File: config.mk
export PLATFORM = sky130hd
export DESIGN_NAME = pix_gain_accum
export DESIGN_NICKNAME = d
export VERILOG_FILES = /design/src/rtl/pga_pkg.sv /design/src/rtl/pga_scale.sv /design/src/rtl/pga_terms.sv /design/src/rtl/pga_accum.sv /design/src/rtl/pix_gain_accum.sv
export SDC_FILE = /design/constraint.sdc
export NUM_CORES = 1
export LEC_CHECK = 0
export BUFFER_PORTS_ARGS = -buffer_cell sky130_fd_sc_hd__buf_2
export CORE_ASPECT_RATIO = 0.75
export CORE_MARGIN = 2
export CORE_UTILIZATION = 60
export DETAILED_ROUTE_END_ITERATION = 10
export PLACE_DENSITY_LB_ADDON = 0.15
export SLEW_MARGIN = 20
export SYNTH_ARGS = -nofsm -noshare
export SYNTH_HDL_FRONTEND = slang
export SYNTH_SLANG_ARGS = --single-unit
export TNS_END_PERCENT = 1
File: constraint.sdc
create_clock -name clk -period 18.5 [get_ports clk]
set_input_delay 3.7 -clock clk [delete_from_list [all_inputs] [get_ports clk]]
set_output_delay 3.7 -clock clk [all_outputs]
set_load 0.01 [all_outputs]
File: src/rtl/pga_pkg.sv
package pga_pkg;

    localparam int PIX_W     = 8;
    localparam int GAIN_W    = 16;
    localparam int GAIN_FRAC = 8;
    localparam int OFS_W     = 9;
    localparam int ACC_W     = 32;
    localparam int NUM_SUMS  = 3;

    localparam int PROD_W    = PIX_W + GAIN_W;
    localparam int SCALED_W  = PROD_W - GAIN_FRAC;
    localparam int SUM_W     = SCALED_W + 2;
    localparam int SQ_W      = 2 * PIX_W;
    localparam int PIX_MAX   = (1 << PIX_W) - 1;
    localparam int SQ_MAX    = PIX_MAX * PIX_MAX;

    localparam int IDX_SUM   = 0;
    localparam int IDX_SQ    = 1;
    localparam int IDX_CROSS = 2;

    typedef logic [PIX_W-1:0] pix_t;
    typedef logic [SQ_W-1:0]  term_t;
    typedef logic [ACC_W-1:0] acc_t;

    typedef enum logic [1:0] {
        SEL_SUM   = 2'd0,
        SEL_SQ    = 2'd1,
        SEL_CROSS = 2'd2,
        SEL_NONE  = 2'd3
    } sel_e;

    typedef struct packed {
        logic valid;
        pix_t val;
        pix_t p0;
    } scaled_t;

    typedef struct packed {
        logic                      valid;
        logic [NUM_SUMS-1:0][SQ_W-1:0] term;
    } terms_t;

    localparam logic signed [SUM_W-1:0] SAT_HI = SUM_W'(PIX_MAX);
    localparam logic signed [SUM_W-1:0] SAT_LO = '0;

    function automatic pix_t clamp_pix(input logic signed [SUM_W-1:0] x);
        if (x < SAT_LO)
            return '0;
        else if (x > SAT_HI)
            return pix_t'(PIX_MAX);
        else
            return x[PIX_W-1:0];
    endfunction

endpackage

File: src/rtl/pga_scale.sv
module pga_scale
    import pga_pkg::*;
(
    input  logic                    clk,
    input  logic                    rst,
    input  logic                    clr,
    input  logic                    in_valid,
    input  pix_t                    in_pix,
    input  pix_t                    in_p0,
    input  logic [GAIN_W-1:0]       gain,
    input  logic signed [OFS_W-1:0] offset,
    output scaled_t                 out
);

    logic [PROD_W-1:0]       prod;
    logic signed [SUM_W-1:0] biased;

    always_comb begin
        prod   = PROD_W'(in_pix) * PROD_W'(gain);
        biased = $signed({{(SUM_W-SCALED_W){1'b0}}, prod[PROD_W-1:GAIN_FRAC]})
               + SUM_W'(offset);
    end

    always_ff @(posedge clk) begin
        if (rst) begin
            out <= '0;
        end else begin
            out.valid <= in_valid & ~clr;
            if (in_valid) begin
                out.val <= clamp_pix(biased);
                out.p0  <= in_p0;
            end
        end
    end

    // a clear empties this stage on the next cycle
    assert_clear_drops_R5: assert property (@(posedge clk) disable iff (rst)
        clr |=> !out.valid);

    // an accepted sample always reaches this stage one cycle later
    assert_accept_every_cycle_R6: assert property (@(posedge clk) disable iff (rst)
        (in_valid && !clr) |=> out.valid);

endmodule

File: src/rtl/pga_terms.sv
module pga_terms
    import pga_pkg::*;
(
    input  logic    clk,
    input  logic    rst,
    input  logic    clr,
    input  scaled_t in,
    output terms_t  out
);

    always_ff @(posedge clk) begin
        if (rst) begin
            out <= '0;
        end else begin
            out.valid <= in.valid & ~clr;
            if (in.valid) begin
                out.term[IDX_SUM]   <= SQ_W'(in.val);
                out.term[IDX_SQ]    <= SQ_W'(in.val) * SQ_W'(in.val);
                out.term[IDX_CROSS] <= SQ_W'(in.val) * SQ_W'(in.p0);
            end
        end
    end

    // a square of a clamped value never exceeds the largest 8-bit square
    assert_square_bound_R3: assert property (@(posedge clk) disable iff (rst)
        out.valid |-> (out.term[IDX_SQ] <= term_t'(SQ_MAX)));

    // the plain term is always within the 8-bit range
    assert_value_range_R2: assert property (@(posedge clk) disable iff (rst)
        out.valid |-> (out.term[IDX_SUM] <= term_t'(PIX_MAX)));

    // a clear empties this stage as well
    assert_clear_flush_R5: assert property (@(posedge clk) disable iff (rst)
        clr |=> !out.valid);

endmodule

File: src/rtl/pga_accum.sv
module pga_accum
    import pga_pkg::*;
#(
    parameter int IN_W = SQ_W
) (
    input  logic            clk,
    input  logic            rst,
    input  logic            clr,
    input  logic            add_en,
    input  logic [IN_W-1:0] addend,
    output acc_t            acc
);

    always_ff @(posedge clk) begin
        if (rst || clr)
            acc <= '0;
        else if (add_en)
            acc <= acc + ACC_W'(addend);
    end

    // the total reads zero right after a clear
    assert_clear_zero_R5: assert property (@(posedge clk) disable iff (rst)
        clr |=> (acc == '0));

    // with nothing to add and no clear, the total holds
    assert_idle_hold_R4: assert property (@(posedge clk) disable iff (rst)
        (!clr && !add_en) |=> $stable(acc));

endmodule

File: src/rtl/pix_gain_accum.sv
module pix_gain_accum
    import pga_pkg::*;
(
    input  logic              clk,
    input  logic              rst,
    input  logic              in_valid,
    input  logic [7:0]        in_pix,
    input  logic [7:0]        in_p0,
    input  logic [15:0]       gain,
    input  logic signed [8:0] offset,
    input  logic              clr,
    input  logic [1:0]        rd_sel,
    output logic [31:0]       rd_data
);

    scaled_t                       s1;
    terms_t                        s2;
    logic [NUM_SUMS-1:0][ACC_W-1:0] sums;

    pga_scale u_scale (
        .clk      (clk),
        .rst      (rst),
        .clr      (clr),
        .in_valid (in_valid),
        .in_pix   (in_pix),
        .in_p0    (in_p0),
        .gain     (gain),
        .offset   (offset),
        .out      (s1)
    );

    pga_terms u_terms (
        .clk (clk),
        .rst (rst),
        .clr (clr),
        .in  (s1),
        .out (s2)
    );

    for (genvar gi = 0; gi < NUM_SUMS; gi++) begin : g_acc
        pga_accum #(.IN_W(SQ_W)) u_acc (
            .clk    (clk),
            .rst    (rst),
            .clr    (clr),
            .add_en (s2.valid),
            .addend (s2.term[gi]),
            .acc    (sums[gi])
        );
    end

    always_comb begin
        case (sel_e'(rd_sel))
            SEL_SUM:   rd_data = sums[IDX_SUM];
            SEL_SQ:    rd_data = sums[IDX_SQ];
            SEL_CROSS: rd_data = sums[IDX_CROSS];
            default:   rd_data = '0;
        endcase
    end

    // the unused select code reads as zero
    assert_unused_sel_R3: assert property (@(posedge clk) disable iff (rst)
        (rd_sel == 2'd3) |-> (rd_data == '0));

    // nothing is pending in the first cycle after reset
    assert_reset_empty_R7: assert property (@(posedge clk)
        $past(rst) |-> (!s1.valid && !s2.valid));

endmodule

== Yosys cells after proc, flatten, opt, wreduce, memory -nomap -nowiden ==
Cells that the tools add are included.

* $add $sub $neg: 4
* $mul: 3
* Magnitude comparators: 2
* Equal/unequal tests: 2
* Mux-type cells: 3
* Bitwise logic cells: 3
* Reduce and logical (&&, ||, !) cells: 2

{| class="wikitable"
|+ Operator list
! kind !! number
|-
| $pmux 32 s3 || 1
|-
| $add 32x16->32 || 2
|-
| $add 32x8->32 || 1
|-
| $mul 8x8->16 || 2
|-
| $mul 8x16->24 || 1
|-
| $add 17x9->18 || 1
|-
| $gt 18x9->1 const B || 1
|-
| $lt 18x1->1 const B || 1
|-
| $mux 8 || 2
|-
| $and 1x1->1 || 2
|-
| $eq 2x1->1 const B || 1
|-
| $eq 2x2->1 const B || 1
|-
| $logic_not 2->1 || 1
|-
| $logic_or 1x1->1 || 1
|-
| $not 1->1 || 1
|}

* Flip-flop bits (word level): 154
* Input port bits: 47
* Output and inout port bits: 32
* Logic and storage cells: 29

== Longest topological paths before layout ==
* Word-level depth: 5
* Gate-level depth with buffers: 29
* Mapped depth without buffers: 28

== By module ==
From an unflattened synthesis, not the netlist that was laid out.

* Cell total of the unflattened synthesis: 2063
* Area total of the unflattened synthesis: 17707.0 um^2

{| class="wikitable"
|+ Modules (own cells, without submodules)
! module !! times used !! cells each !! area each (um^2) !! seq. area each (um^2)
|-
| pga_scale || 1 || 606 || 5241.3 || 340.3
|-
| pga_terms || 1 || 590 || 5136.2 || 780.7
|-
| pga_accum at g_acc[1].u_acc ... || 2 || 249 || 2107.0 || 640.6
|-
| pga_accum at g_acc[0].u_acc || 1 || 292 || 2328.5 || 640.6
|-
| pix_gain_accum || 1 || 77 || 787.0 || 0.0
|}

== Worst setup path before layout ==
No wires, ideal clock.

* Path type: input to register
* From: in in_pix[7]
* To: reg u_scale.out[13] (netlist bit)
* Library setup time: 0.124 ns
* Data arrival time: 9.450 ns
* Setup slack: 8.925 ns
* Stages on the path: 26
* Cell sequence: clkbuf_1 nand2_1 fa_1 fa_1 inv_1 fa_1 fa_1 ha_1 a21o_1 a21oi_1 o21ai_1 o31a_1 o21a_1 and2_1 o21ai_0 o31a_1 ha_1 a21o_1 nor2_1 o21ai_1 a221oi_2 o2bb2ai_1 a21oi_2 nand4_2 a211oi_2 o21ai_1

* Cells in the longest elaborated chain, start to end: 5

{| class="wikitable"
|+ RTL lines
! element !! line !! RTL
|-
| from (decl) || pix_gain_accum.sv:7 || <nowiki>input logic [7:0] in_pix,</nowiki>
|-
| $mul 8x16->24 * || pga_scale.sv:19 || <nowiki>prod = PROD_W'(in_pix) * PROD_W'(gain);</nowiki>
|-
| $add 17x9->18 * || pga_scale.sv:21 || <nowiki>+ SUM_W'(offset);</nowiki>
|-
| $gt 18x9->1 || pga_pkg.sv:49 || <nowiki>else if (x > SAT_HI)</nowiki>
|-
| $mux 8 || pga_pkg.sv:49 ||
|-
| $mux 8 * || pga_pkg.sv:47 || <nowiki>if (x < SAT_LO)</nowiki>
|-
| to (decl) || pga_scale.sv:12 || <nowiki>output scaled_t out</nowiki>
|}

Mark *: on every way between the ends. The rest lies on a longest branch, timed or not.
A chain may end at the register's enable or synchronous reset.

== Worst setup path after layout ==
* From: in in_pix[7]
* To: reg u_scale.out[9] (netlist bit)

The elaborated chain is that of the path after synthesis.

==> impl_metrics.yaml <==
synth:
  synth_seq_cells: 152
  synth_largest_area_cell: "dfxtp_1"
  syn_area_per_cell_um2: 8.55
  synth_edf_count: 0
  syn_inst: 1929
  synth_top_area_share_pct: 18.5
  synthesis.area_um2: 16500
  async_reset_ff_share_pct: 0
  yosysUniqueCellTypes: 81
  ys_dominant_reg_cell: "dfxtp_1"
  syn_nets: 2288
  synth_warnings: 0
  ys_top_cells_by_area: "dfxtp_1 18%, fa_1 18%, ha_1 13%"
  seq_area_frac_synth_pct: 18.5
clocking:
  numCtsBuffers: 17
  insertion_delay_ps: 440
  clk_pin_slew_worst_paths_ps: 70
  cts_hold_buf: 0
  cts_resized: 0
  postCtsSetupBuffers: 0
  ctsHtreeMaxLevel: 4
  clock_sinks: 152
  clockBufferDepth: 2
  cts_tree: "built"
  cts_root_buffer: "clkbuf_16"
power_and_ir_drop:
  power.density_nw_per_um2: 107
  ir_drop_uv: 113
  p_total_mw: 1.90
  leakagePower_nw: 8.17
place:
  dp.cells: 2298
  gp_congestion: 0.874
  portBuffers: 78
  post-place-ws_ps: 8200
  dp_hpwl_um: 29000
die:
  pin_count: 79
  placementRows: 52
  die_area_um2: 28800
  die_h_um: 148
  start_util_pct: 61.1
  core_area_um2: 27000
  die_w_um: 195
critical_path:
  cp-start-kind: "primary input"
  endpoint_kind: "register"
  worstPathMaxFanout: 16
  cp.required_ps: 18820
  critPathArrivalTime_ps: 10230
  path_class: "primary input to register"
cells_and_area:
  final_common_cell: "inv_1"
  diodes: 0
  layout-drive-gt1-share_pct: 8.59
  multi_input_area_um2: 12400
  most-common-layout-cells: "216 x inv_1, 165 x ha_1, 163 x nand2_1, 163 x nor2_1, 150 x dfxtp_1"
  instances_no_fill: 2330
  fill_cells: 2282
  regArea_um2: 3050
  syn2layout_area_growth_pct: 7.60
  nNetsFinal: 2325
timing:
  setup_tns_ps: 0
  max_freq_ghz: 0.101
  timing.final.crit_share_pct: 53.6
  rsz0062_at_grt: "no"
  hold_viol_final: 0
  relSlewSlack_pct: 31.6
  finClkSkew_ps: 10.4
  fin_crit_ps: 9910
  drv_slew: 0
  worst_pin_slew_ps: 1020
  setup_viol: 0
  whs_ps: 491
  worst_slack_ps: 8590
routing:
  drt-initial-drc-count: 718
  viasPerCell: 5.73
  routedWlPerCell_um: 16.3
  vias: 13300
  firstDrtPassIters: 5
  drt_wl_total_um: 37900
  drc: 0
  antenna_left: 0
hold_path:
  hold_path_class: "register to register"
global_route:
  antenna_found_initial: 0
  grt_pass1_vias: 13100
  grt_first_pass_wirelength_um: 63900
  grt_use_total_pct: 27.3
  grt_overflow: 0
  grt_max_degree: 68
flow_run:
  drv_cap: 0
status:
  status: "finished clean"
[power breakdown]
group	switching (mW)	total [mW]	internal, mW
sequential	0.0345	0.372	0.338
combinational	0.660	1.15	0.493
clock	0.158	0.373	0.215
total	0.853	1.90	1.05
[worst paths after layout]
check	startpoint	endpoint	slack, ps	cells past startpoint
setup reg to reg	u_scale.out[9]	u_terms.out[46]	13270	18
hold reg to reg	u_terms.out[45]	u_terms.out[45]	490	2
hold / removal	u_terms.out[45]	u_terms.out[45]	490	2
setup / recovery	in_pix[7]	u_scale.out[9]	8590	26
[area by class of cell]
type,instances,share of cell area (%)
multi-input cells,1491,69.7
flip-flops and latches,152,17.2
inverters,216,4.57
repair buffers,88,2.62
well taps,351,2.48
clock buffers,17,2.40
clock inverters,15,1.07
[worst max-delay path, stage by stage]
cell,delay [ps]
buf_2,230
nand2_1,120
fa_1,520
fa_1,560
inv_1,60
fa_1,500
fa_1,490
ha_1,340
a21o_1,170
a21oi_1,130
o21ai_1,170
o31a_1,310
o21a_1,220
and2_1,190
o21ai_0,260
o31a_1,210
ha_1,300
a21o_1,250
nor2_1,130
o21ai_1,110
a221oi_2,350
o2bb2ai_1,140
a21oi_2,170
nand4_2,230
nor3b_1,300
o21ai_1,90
[metal layers]
metal | GRT usage (%) | up-vias | share of wire (%)
met3 | 3.56 | 42 | 5.2
met5 | 0 | - | 0
met1 | 38.6 | 6459 | 47
li1 | - | 6520 | -
met2 | 44.7 | 320 | 46
met4 | 6.22 | 0 | 1.6
[sequential cells by signal, summed over array words and instances (netlist names)]
| signal | flops |
|---|---|
| g_acc.u_acc.acc | 96 |
| u_scale.out | 17 |
| u_terms.out | 39 |
[stage by stage]
step           instance area, um^2  utilization [%]
2_1_floorplan                16500                -
3_3_place_gp                 17100             63.4
3_5_place_dp                 17100             63.4
4_1_cts                      17700             65.7
5_1_grt                      17700             65.7
6_report                     17700             65.7
[Yosys cell counts (all sizes together) (22+ instances only)]
library cell,instances
nor2,163
xnor2,69
a21oi,83
fa,147
ha,165
inv,216
nor3,32
nand2,163
or3,27
nand3,47
and3,22
xor2,38
clkbuf,58
dfxtp,152
o21ai,94
and2,145
mux2i,91
[kinds of logic (layout without fill, tap and decap cells)]
kind of cell	after synthesis	count (layout)	share of synthesized area [%]
AND/OR/NAND/NOR	671	671	20.5
XOR/XNOR	107	107	5.68
multiplexers	94	94	5.73
AO/OA/AOI/OAI	307	307	12.7
flip-flops	152	152	18.5
adder cells (fa/ha/maj)	312	312	30.4
buffers and inverters	286	336	6.57
Note: power is estimated with default switching activity, not from simulation.
